[src/rtl/xyseq_pkg.sv]
package xyseq_pkg;

  typedef enum logic [1:0] {
    KIND_SINGLE = 2'd0,
    KIND_ROW    = 2'd1,
    KIND_GRID   = 2'd2,
    KIND_COPY   = 2'd3
  } descKind_e;

  typedef enum logic [1:0] {
    GRAN_ELEMENT = 2'd0,
    GRAN_ROW     = 2'd1,
    GRAN_DESC    = 2'd2,
    GRAN_LIST    = 2'd3
  } gran_e;

  // control -> datapath strobes
  typedef struct packed {
    logic load;
    logic step;
    logic clear;
  } seqStrobe_t;

endpackage

[src/rtl/xyseq_dpath.sv]
module xyseq_dpath
  import xyseq_pkg::*;
#(
  parameter int XW = 8,
  parameter int YW = 8
) (
  input  logic          clk,
  input  logic          rstN,
  input  seqStrobe_t    stb,
  input  logic [1:0]    kindIn,
  input  logic [XW-1:0] xCountIn,
  input  logic [YW-1:0] yCountIn,
  input  logic [1:0]    trigGranIn,
  input  logic [1:0]    irqGranIn,
  input  logic [1:0]    outGranIn,
  input  logic          nextZeroIn,
  input  logic          disableIn,
  output logic [1:0]    trigGran,
  output logic [1:0]    irqGran,
  output logic [1:0]    outGran,
  output logic          nextZero,
  output logic          disableAfter,
  output logic          rowEnd,
  output logic          descEnd,
  output logic [XW-1:0] xIdx,
  output logic [YW-1:0] yIdx
);

  logic [XW-1:0] xLim;
  logic [YW-1:0] yLim;

  // descriptor capture
  always_ff @(posedge clk) begin
    if (!rstN) begin
      xLim         <= '0;
      yLim         <= '0;
      trigGran     <= '0;
      irqGran      <= '0;
      outGran      <= '0;
      nextZero     <= 1'b0;
      disableAfter <= 1'b0;
    end else if (stb.load) begin
      xLim         <= (kindIn == KIND_SINGLE) ? '0 : xCountIn;
      yLim         <= (kindIn == KIND_GRID) ? yCountIn : '0;
      trigGran     <= trigGranIn;
      irqGran      <= irqGranIn;
      outGran      <= outGranIn;
      nextZero     <= nextZeroIn;
      disableAfter <= disableIn;
    end
  end

  assign rowEnd  = (xIdx == xLim);
  assign descEnd = rowEnd && (yIdx == yLim);

  // nested X/Y loop counters
  always_ff @(posedge clk) begin
    if (!rstN) begin
      xIdx <= '0;
      yIdx <= '0;
    end else if (stb.load || stb.clear) begin
      xIdx <= '0;
      yIdx <= '0;
    end else if (stb.step) begin
      if (rowEnd) begin
        xIdx <= '0;
        yIdx <= yIdx + 1'b1;
      end else begin
        xIdx <= xIdx + 1'b1;
      end
    end
  end

  // indices stay inside the loop bounds
  a_r4_x_in_range: assert property (@(posedge clk) disable iff (!rstN)
    xIdx <= xLim);
  a_r4_y_in_range: assert property (@(posedge clk) disable iff (!rstN)
    yIdx <= yLim);
  // completion returns both indices to zero
  a_r4_clear_zero: assert property (@(posedge clk) disable iff (!rstN)
    stb.clear |=> (xIdx == '0 && yIdx == '0));

endmodule

[src/rtl/xyseq_ctrl.sv]
module xyseq_ctrl
  import xyseq_pkg::*;
(
  input  logic       clk,
  input  logic       rstN,
  input  logic       descLoad,
  input  logic       trigIn,
  input  logic       xferDone,
  input  logic [1:0] trigGran,
  input  logic [1:0] irqGran,
  input  logic [1:0] outGran,
  input  logic       nextZero,
  input  logic       disableAfter,
  input  logic       rowEnd,
  input  logic       descEnd,
  output seqStrobe_t stb,
  output logic       xferReq,
  output logic       irqPulse,
  output logic       trigOutPulse,
  output logic       disablePulse,
  output logic       descDone
);

  typedef enum logic [1:0] {
    ST_IDLE  = 2'd0,
    ST_ARMED = 2'd1,
    ST_RUN   = 2'd2,
    ST_FETCH = 2'd3
  } seqState_e;

  seqState_e state, stateNxt;
  logic      chainNext, chainNxt;
  logic      fin;
  logic      grantEnd;

  assign fin     = (state == ST_RUN) && xferDone;
  assign xferReq = (state == ST_RUN);

  always_comb begin
    case (trigGran)
      GRAN_ELEMENT: grantEnd = 1'b1;
      GRAN_ROW:     grantEnd = rowEnd;
      default:      grantEnd = descEnd;
    endcase
  end

  // two event decoders sharing one encoding: 0 interrupt, 1 output trigger
  logic [1:0] evGran [2];
  logic [1:0] evFire;
  assign evGran[0] = irqGran;
  assign evGran[1] = outGran;

  for (genvar g = 0; g < 2; g++) begin : g_event
    always_comb begin
      case (evGran[g])
        GRAN_ELEMENT: evFire[g] = fin;
        GRAN_ROW:     evFire[g] = fin && rowEnd;
        GRAN_DESC:    evFire[g] = fin && descEnd;
        default:      evFire[g] = fin && descEnd && nextZero;
      endcase
    end
  end

  assign irqPulse     = evFire[0];
  assign trigOutPulse = evFire[1];
  assign descDone     = fin && descEnd;
  assign disablePulse = fin && descEnd && disableAfter;

  assign stb.load  = descLoad && (state == ST_IDLE || state == ST_FETCH);
  assign stb.step  = fin && !descEnd;
  assign stb.clear = fin && descEnd;

  always_comb begin
    stateNxt = state;
    chainNxt = chainNext;
    case (state)
      ST_IDLE:  if (descLoad) stateNxt = ST_ARMED;
      ST_FETCH: if (descLoad) stateNxt = chainNext ? ST_RUN : ST_ARMED;
      ST_ARMED: if (trigIn) stateNxt = ST_RUN;
      ST_RUN: begin
        if (xferDone) begin
          if (descEnd) begin
            chainNxt = (trigGran == GRAN_LIST);
            stateNxt = (disableAfter || nextZero) ? ST_IDLE : ST_FETCH;
          end else if (grantEnd) begin
            stateNxt = ST_ARMED;
          end
        end
      end
      default: stateNxt = ST_IDLE;
    endcase
  end

  always_ff @(posedge clk) begin
    if (!rstN) begin
      state     <= ST_IDLE;
      chainNext <= 1'b0;
    end else begin
      state     <= stateNxt;
      chainNext <= chainNxt;
    end
  end

  // an interrupt only accompanies a finishing transfer
  a_r9_irq_on_done: assert property (@(posedge clk) disable iff (!rstN)
    irqPulse |-> (xferReq && xferDone));
  // same for the output trigger
  a_r10_out_on_done: assert property (@(posedge clk) disable iff (!rstN)
    trigOutPulse |-> (xferReq && xferDone));
  // disable sends the sequencer to idle
  a_r11_disable_idle: assert property (@(posedge clk) disable iff (!rstN)
    disablePulse |=> (state == ST_IDLE));
  // element granularity stops after each transfer
  a_r5_one_per_trig: assert property (@(posedge clk) disable iff (!rstN)
    (fin && trigGran == GRAN_ELEMENT) |=> !xferReq);
  // an armed sequencer without trigger issues nothing
  a_r13_armed_quiet: assert property (@(posedge clk) disable iff (!rstN)
    (state == ST_ARMED && !trigIn) |=> !xferReq);

endmodule

[src/rtl/xy_loop_sequencer.sv]
module xy_loop_sequencer
  import xyseq_pkg::*;
#(
  parameter int XW = 8,
  parameter int YW = 8
) (
  input  logic          clk,
  input  logic          rstN,
  input  logic          cfgDescLoad,
  input  logic [1:0]    cfgKind,
  input  logic [XW-1:0] cfgXCount,
  input  logic [YW-1:0] cfgYCount,
  input  logic [1:0]    cfgTrigGran,
  input  logic [1:0]    cfgIrqGran,
  input  logic [1:0]    cfgOutGran,
  input  logic          cfgNextZero,
  input  logic          cfgDisable,
  input  logic          cfgTrigIn,
  input  logic          xferDone,
  output logic          xferReq,
  output logic [XW-1:0] xIdx,
  output logic [YW-1:0] yIdx,
  output logic          irqPulse,
  output logic          trigOutPulse,
  output logic          disablePulse,
  output logic          descDone
);

  seqStrobe_t stb;
  logic [1:0] trigGran, irqGran, outGran;
  logic       nextZero, disableAfter, rowEnd, descEnd;

  xyseq_ctrl u_ctrl (
    .clk          (clk),
    .rstN         (rstN),
    .descLoad     (cfgDescLoad),
    .trigIn       (cfgTrigIn),
    .xferDone     (xferDone),
    .trigGran     (trigGran),
    .irqGran      (irqGran),
    .outGran      (outGran),
    .nextZero     (nextZero),
    .disableAfter (disableAfter),
    .rowEnd       (rowEnd),
    .descEnd      (descEnd),
    .stb          (stb),
    .xferReq      (xferReq),
    .irqPulse     (irqPulse),
    .trigOutPulse (trigOutPulse),
    .disablePulse (disablePulse),
    .descDone     (descDone)
  );

  xyseq_dpath #(.XW(XW), .YW(YW)) u_dpath (
    .clk          (clk),
    .rstN         (rstN),
    .stb          (stb),
    .kindIn       (cfgKind),
    .xCountIn     (cfgXCount),
    .yCountIn     (cfgYCount),
    .trigGranIn   (cfgTrigGran),
    .irqGranIn    (cfgIrqGran),
    .outGranIn    (cfgOutGran),
    .nextZeroIn   (cfgNextZero),
    .disableIn    (cfgDisable),
    .trigGran     (trigGran),
    .irqGran      (irqGran),
    .outGran      (outGran),
    .nextZero     (nextZero),
    .disableAfter (disableAfter),
    .rowEnd       (rowEnd),
    .descEnd      (descEnd),
    .xIdx         (xIdx),
    .yIdx         (yIdx)
  );

endmodule

[config.mk]
export PLATFORM = sky130hd
export DESIGN_NAME = xy_loop_sequencer
export DESIGN_NICKNAME = d
export VERILOG_FILES = /design/src/rtl/xyseq_pkg.sv /design/src/rtl/xyseq_dpath.sv /design/src/rtl/xyseq_ctrl.sv /design/src/rtl/xy_loop_sequencer.sv
export SDC_FILE = /design/constraint.sdc
export NUM_CORES = 1
export LEC_CHECK = 0
export ABC_AREA = 1
export BUFFER_PORTS_ARGS = -buffer_cell sky130_fd_sc_hd__buf_2
export CAP_MARGIN = 20
export CORE_ASPECT_RATIO = 0.75
export CORE_MARGIN = 3
export CORE_UTILIZATION = 45
export DETAILED_ROUTE_END_ITERATION = 12
export PLACE_DENSITY = 0.71
export SYNTH_ARGS = -nofsm -noshare
export SYNTH_HDL_FRONTEND = slang
export SYNTH_SLANG_ARGS = --single-unit
export TNS_END_PERCENT = 30
[constraint.sdc]
create_clock -name clk -period 1.9 [get_ports clk]
set_clock_uncertainty 0.2 [all_clocks]
set_input_delay 0.38 -clock clk [delete_from_list [all_inputs] [get_ports clk]]
set_output_delay 0.38 -clock clk [all_outputs]
set_load 0.005 [all_outputs]
Word-level counts from Yosys, hierarchy flattened

Cells that the tools add are included.

Word-level logic and storage cells: 67
Bits in registers: 43
Output and inout bits: 21
Input port bits: 31

Bitwise gates (word level): 1
Muxes and demuxes: 15
Reductions and logical operators: 21
Equal/unequal tests: 17
$add $sub $neg: 2

Operators by type and width:

| kind                | count |
|---|---|
| $mux 8              | 3 |
| $add 8x1->8 const B | 2 |
| $eq 8x8->1          | 2 |
| $mux 2              | 8 |
| $eq 2x2->1 const B  | 6 |
| $logic_not 2->1     | 5 |
| $eq 2x1->1 const B  | 4 |
| $logic_and 1x1->1   | 8 |
| $ne 2x2->1 const B  | 4 |
| $pmux 2 s4          | 1 |
| $pmux 1 s3          | 2 |
| $reduce_and 5->1    | 1 |
| $logic_or 1x1->1    | 3 |
| $ne 3x1->1 const B  | 1 |
| $reduce_and 3->1    | 1 |
| $pmux 1 s2          | 1 |
| $reduce_and 2->1    | 1 |
| $reduce_or 2->1     | 1 |
| $logic_not 1->1     | 1 |
| $not 1->1           | 1 |

Longest topological paths before layout

Depth in word-level cells: 7
Gate-level depth with buffers: 14
Gate-level depth less buffers: 14

By module

From an unflattened synthesis, not the netlist that was laid out.

Cells, all modules: 335
Area total of the unflattened synthesis: 2302.2 sq um

Modules (own cells, without submodules):

| module      | instances | seq. area each (sq um) | cells each | area an instance (sq um) |
|---|---|---|---|---|
| xyseq_dpath | 1         | 800.8                  | 270        | 1911.8 |
| xyseq_ctrl  | 1         | 60.1                   | 65         | 390.4 |

Least setup slack after synthesis

No wires, ideal clock.

Path type: register -> register
From: reg u_ctrl.state[0]
To: reg u_dpath.yLim[5]
Data required time: 1.623 ns
Clock period less this slack: 1.954 ns
Path slack: -0.054 ns
Arrival: 1.677 ns
Stages on the path, launching flop included: 8
Setup time: 0.077 ns
Buffers on the path: 1
Cells stage by stage: dfxtp_1 -> inv_1 -> ha_1 -> nor2_1 -> nor2_1 -> clkinv_1 -> clkbuf_1 -> o22ai_1

Cells in the longest elaborated chain, start to end: 3
Elaborated cells between the ends (all ways): 4
Those cells by class: eq/ne: 1; reduce/logical: 3

Ends and longest elaborated chain:

| what                                                 | line              | text |
|---|---|---|
| start, declared                                      | xyseq_ctrl.sv:31  | `seqState_e state, stateNxt;` |
| start signal, assigned                               | xyseq_ctrl.sv:99  | `state <= stateNxt;` |
| $eq 2x2->1 / $logic_not 2->1 (equally long branches) | xyseq_ctrl.sv:69  | `assign stb.load = descLoad && (state == ST_IDLE \|\| state == ST_FETCH);` |
| $logic_or 1x1->1 *                                   | xyseq_ctrl.sv:69  |  |
| $logic_and 1x1->1 *                                  | xyseq_ctrl.sv:69  |  |
| end signal, assigned                                 | xyseq_dpath.sv:44 | `yLim <= (kindIn == KIND_GRID) ? yCountIn : '0;` |
| end, declared                                        | xyseq_dpath.sv:30 | `logic [YW-1:0] yLim;` |

Mark *: on every way between the ends. The rest lies on a longest branch, timed or not.
A chain may end at the register's enable or synchronous reset.

Worst setup path in the final report

From: reg u_dpath.yLim[5]
To: out irqPulse

Cells in the longest elaborated chain, start to end: 5

Ends and longest elaborated chain:

| what                | line                               | text |
|---|---|---|
| $eq 8x8->1 *        | xyseq_dpath.sv:54                  | `assign descEnd = rowEnd && (yIdx == yLim);` |
| $logic_and 1x1->1 * | xyseq_dpath.sv:54                  |  |
| $logic_and 1x1->1 * | xyseq_ctrl.sv:58, xyseq_ctrl.sv:59 |  |
| $logic_and 1x1->1   | xyseq_ctrl.sv:59                   | `default: evFire[g] = fin && descEnd && nextZero;` |
| $pmux 1 s3 *        | xyseq_ctrl.sv:55                   | `case (evGran[g])` |
| end, declared       | xy_loop_sequencer.sv:23            | `output logic irqPulse,` |

Marks and branches as above.

==> results.json <==
{
  "synthesis.area_sq_um": 2360,
  "ys_types": 28,
  "rsz0062_at_grt": "yes",
  "intPower_mw": 1.93,
  "floorplan.rows": 22,
  "violations": "setup timing",
  "synth_top_family_by_area": "simple AND/OR/NAND/NOR gates",
  "synth_mux_area_share_pct": 0,
  "synth_fp_nets": 392,
  "holdWs_ns": 0.103,
  "areaGrowthSynthToFinish_pct": 47.1,
  "p_seq_share_pct": 35.1,
  "place_ws_ns": -0.158,
  "tritoncts": "done",
  "cp-end-kind": "output port",
  "hold_viol": 0,
  "synth-seq-cells": 43,
  "grt_pass1_vias": 2310,
  "ir_drop_uv": 630,
  "synthSimpleGateAreaFrac_pct": 33.9,
  "rrSetupSlack_ns": 0.01,
  "io_pins": 52,
  "r2r_end": "u_dpath.xIdx[5]$_SDFFE_PP0P_",
  "grt_pass1_wl_mm": 10.4,
  "yosys.area_share.adder_pct": 3.72,
  "yosysWarnings": 0,
  "cp.required_ns": 1.32,
  "final_area_sq_um": 3470,
  "synth_ff_type": "dfxtp_1",
  "fin_ws_ns": -0.452,
  "ant_nets": 0,
  "path_class": "flop to output port",
  "cts_root_buf": "clkbuf_8",
  "period_share_pct": 124,
  "min_path_type": "input pin to flop",
  "routed_wl_mm": 6.52,
  "final-max-slew-violation-count": 0,
  "n_antenna_cell": 0,
  "core_area_sq_um": 4980,
  "nFillCells": 430,
  "place_inst": 532,
  "multi_input_area_sq_um": 1380,
  "grt_max_degree": 20,
  "die_y_um": 68.7,
  "die_area_sq_um": 6150,
  "clock-sinks": 43,
  "postCtsHoldBufs": 0,
  "synth_xor_area_share_pct": 3.72,
  "fin_util_pct": 69.6,
  "syn_area_per_cell_sq_um": 6.66,
  "via_per_inst": 4.70,
  "p_comb_share_pct": 46.8,
  "grt-ovfl-total": 0,
  "antenna_found_initial": 0,
  "clkPwrFrac_pct": 18.0,
  "layout.cells.non_filler": 548,
  "switching_share_pct": 39.1,
  "clk_latency_ns": 0.30,
  "wl_per_cell_um": 11.9,
  "crit_fanout": 2,
  "timing.rr.start": "u_dpath.yLim[5]$_SDFFE_PN0P_",
  "setup.worst_path.start": "u_dpath.yLim[5]$_SDFFE_PN0P_",
  "fmax_mhz": 425,
  "first_pass_iters": 5,
  "fin_nets": 513,
  "clk_pin_slew_ns": 0.08,
  "die_x_um": 89.6,
  "clockBufferDepth": 2,
  "power_density_nw_per_um2": 915,
  "htreeDepth": 2,
  "port_buffers": 51,
  "cap_violations": 0,
  "synth_edf_count": 0,
  "drc": 0,
  "drive_gt1_share_pct": 46.2,
  "post_dp_cell_area_sq_um": 3150,
  "globalplace.congestion": 0.884,
  "outcome": "finished, violations left",
  "cts_buffers": 5,
  "grt_usage_pct": 22.2,
  "synthCells": 354,
  "hpwl_mm": 4.83,
  "worst_setup_path_start_kind": "flop",
  "drt_iter0_drc": 104,
  "ys_async_sr_fraction_pct": 0,
  "yosysSeqAreaShare_pct": 36.5,
  "worstRegToRegCells": 14,
  "p_leak_nw": 1.67,
  "initial_core_util_pct": 47.3,
  "tns_ns": -1.63,
  "setup_violations": 4,
  "maxSlewHeadroom_pct": 71.5,
  "period_minus_slack_ns": 2.35,
  "worst_pin_slew_ns": 0.424,
  "total_power_mw": 3.17,
  "regArea_sq_um": 898,
  "synth_compound_area_share_pct": 11.8,
  "critPathArrivalTime_ns": 1.77,
  "crit_path_end": "irqPulse",
  "vias": 2578,
  "switchingPower_mw": 1.24
}
-- power groups by stage --
stage / Combinational, mW / Sequential [mW] / Clock, mW
floorplan: 0.823 / 1.10 / 0
global placement: 1.33 / 1.11 / 0
detailed placement: 1.35 / 1.12 / 0
CTS: 1.43 / 1.10 / 0.584
global route: 1.67 / 1.13 / 0.630
finish: 1.49 / 1.11 / 0.572
-- critical path: stages (launching register included) --
cell	delay [ns]
dfxtp_1	0.34
inv_1	0.07
nand2_1	0.07
nand2_1	0.06
nor2_1	0.12
nand2_2	0.10
inv_2	0.06
nand2_2	0.06
nor2_4	0.11
nand2_2	0.07
nor2_4	0.11
nor2_1	0.04
a21oi_1	0.13
buf_2	0.13
-- repair_timing --
item	CTS	global route
setup buffers	7	2
gates cloned	0	0
endpoints found under the setup margin	20	44
gates resized for setup	29	55
pin swaps	6	20
-- synth_stat cells, types with 2 or more instances --
| cell | number | area [sq um] |
|---|---|---|
| xor2_1 | 8 | 70.1 |
| xnor2_1 | 2 | 17.5 |
| nand2_1 | 111 | 417 |
| ha_1 | 7 | 87.6 |
| nand2_2 | 3 | 18.8 |
| nand2_4 | 4 | 45.0 |
| nor3b_2 | 2 | 25.0 |
| nand4_1 | 6 | 37.5 |
| nor3_1 | 3 | 15.0 |
| a21oi_1 | 22 | 110 |
| o21ai_0 | 11 | 55.1 |
| clkinv_1 | 2 | 7.51 |
| nor2_4 | 3 | 33.8 |
| inv_2 | 5 | 18.8 |
| dfxtp_1 | 43 | 861 |
| o22ai_1 | 15 | 93.8 |
| nand3_1 | 14 | 70.1 |
| clkbuf_1 | 4 | 15.0 |
| inv_1 | 50 | 188 |
| nor2_1 | 31 | 116 |
-- kinds of logic (layout without fill, tap and decap cells) --
kind of cell             after synthesis  count (layout)
AO/OA/AOI/OAI                         51              51
buffers and inverters                 63             185
AND/OR/NAND/NOR                      180             180
XOR/XNOR                              10              10
flip-flops                            43              43
adder cells (fa/ha/maj)                7               7
-- flip-flops by register name, indices dropped and copies added (netlist names) --
signal and flops:
u_ctrl.chainNext 1, u_ctrl.state 2, u_dpath.disableAfter 1, u_dpath.irqGran 2, u_dpath.nextZero 1, u_dpath.outGran 2, u_dpath.trigGran 2, u_dpath.xIdx 8
u_dpath.xLim 8, u_dpath.yIdx 8, u_dpath.yLim 8
-- layout by cell type (no fill, tap or decap) --
master / netlist / layout
xor2_1: 8 / 8
dfxtp_4: 0 / 2
nor2_4: 3 / 4
dfxtp_1: 43 / 17
nor3b_2: 2 / 2
nand3_1: 14 / 13
o211ai_1: 1 / 1
clkbuf_1: 4 / 2
clkinv_2: 0 / 1
inv_8: 0 / 1
nand3_2: 0 / 1
clkbuf_8: 0 / 5
dfxtp_2: 0 / 24
a21oi_2: 0 / 6
buf_4: 0 / 65
xnor2_1: 2 / 1
o21ai_0: 11 / 11
buf_6: 1 / 3
buf_2: 0 / 51
xnor2_2: 0 / 1
nand2_2: 3 / 23
buf_12: 0 / 1
o21ai_2: 0 / 1
ha_1: 7 / 7
nand3b_1: 1 / 1
a21oi_4: 0 / 1
a21oi_1: 22 / 15
nor2_1: 31 / 22
a211oi_1: 1 / 1
or2_2: 1 / 1
inv_1: 50 / 42
o22ai_1: 15 / 15
nand2_4: 4 / 4
nor3_1: 3 / 3
nand2_1: 111 / 91
nand4_1: 6 / 6
nor2_2: 1 / 9
inv_2: 5 / 14
-- routing by layer --
layer	GRT usage, %	vias up	part of all wire, %
met1	30.4	1154	47
li1	-	1356	-
met4	7.43	0	2.0
met2	35.5	59	46
met5	0	-	0
met3	3.56	9	4.9
-- how the worst min path moves through the flow --
stage,start,to,slack (ns),depth (start not counted)
global placement,u_dpath.trigGran[1]$_SDFFE_PN0P_,u_dpath.trigGran[1]$_SDFFE_PN0P_,0.26,2
CTS,cfgOutGran[0],u_dpath.outGran[0]$_SDFFE_PN0P_,0.1,3
global route,cfgTrigGran[1],u_dpath.trigGran[1]$_SDFFE_PN0P_,0.11,3
finish,cfgOutGran[0],u_dpath.outGran[0]$_SDFFE_PN0P_,0.10,3
floorplan,u_dpath.outGran[0]$_SDFFE_PN0P_,u_dpath.outGran[0]$_SDFFE_PN0P_,0.24,2
detailed placement,u_dpath.trigGran[1]$_SDFFE_PN0P_,u_dpath.trigGran[1]$_SDFFE_PN0P_,0.26,2
-- final cells by class --
| class | instances | area share [%] |
|---|---|---|
| inverter | 57 | 6.39 |
| multi-input combinational | 248 | 39.8 |
| clock inverter | 1 | 0.144 |
| sequential | 43 | 25.9 |
| timing repair buffer | 120 | 23.0 |
| clock buffer | 7 | 2.20 |
| tap | 72 | 2.60 |
(Power assumes the default switching activity.)
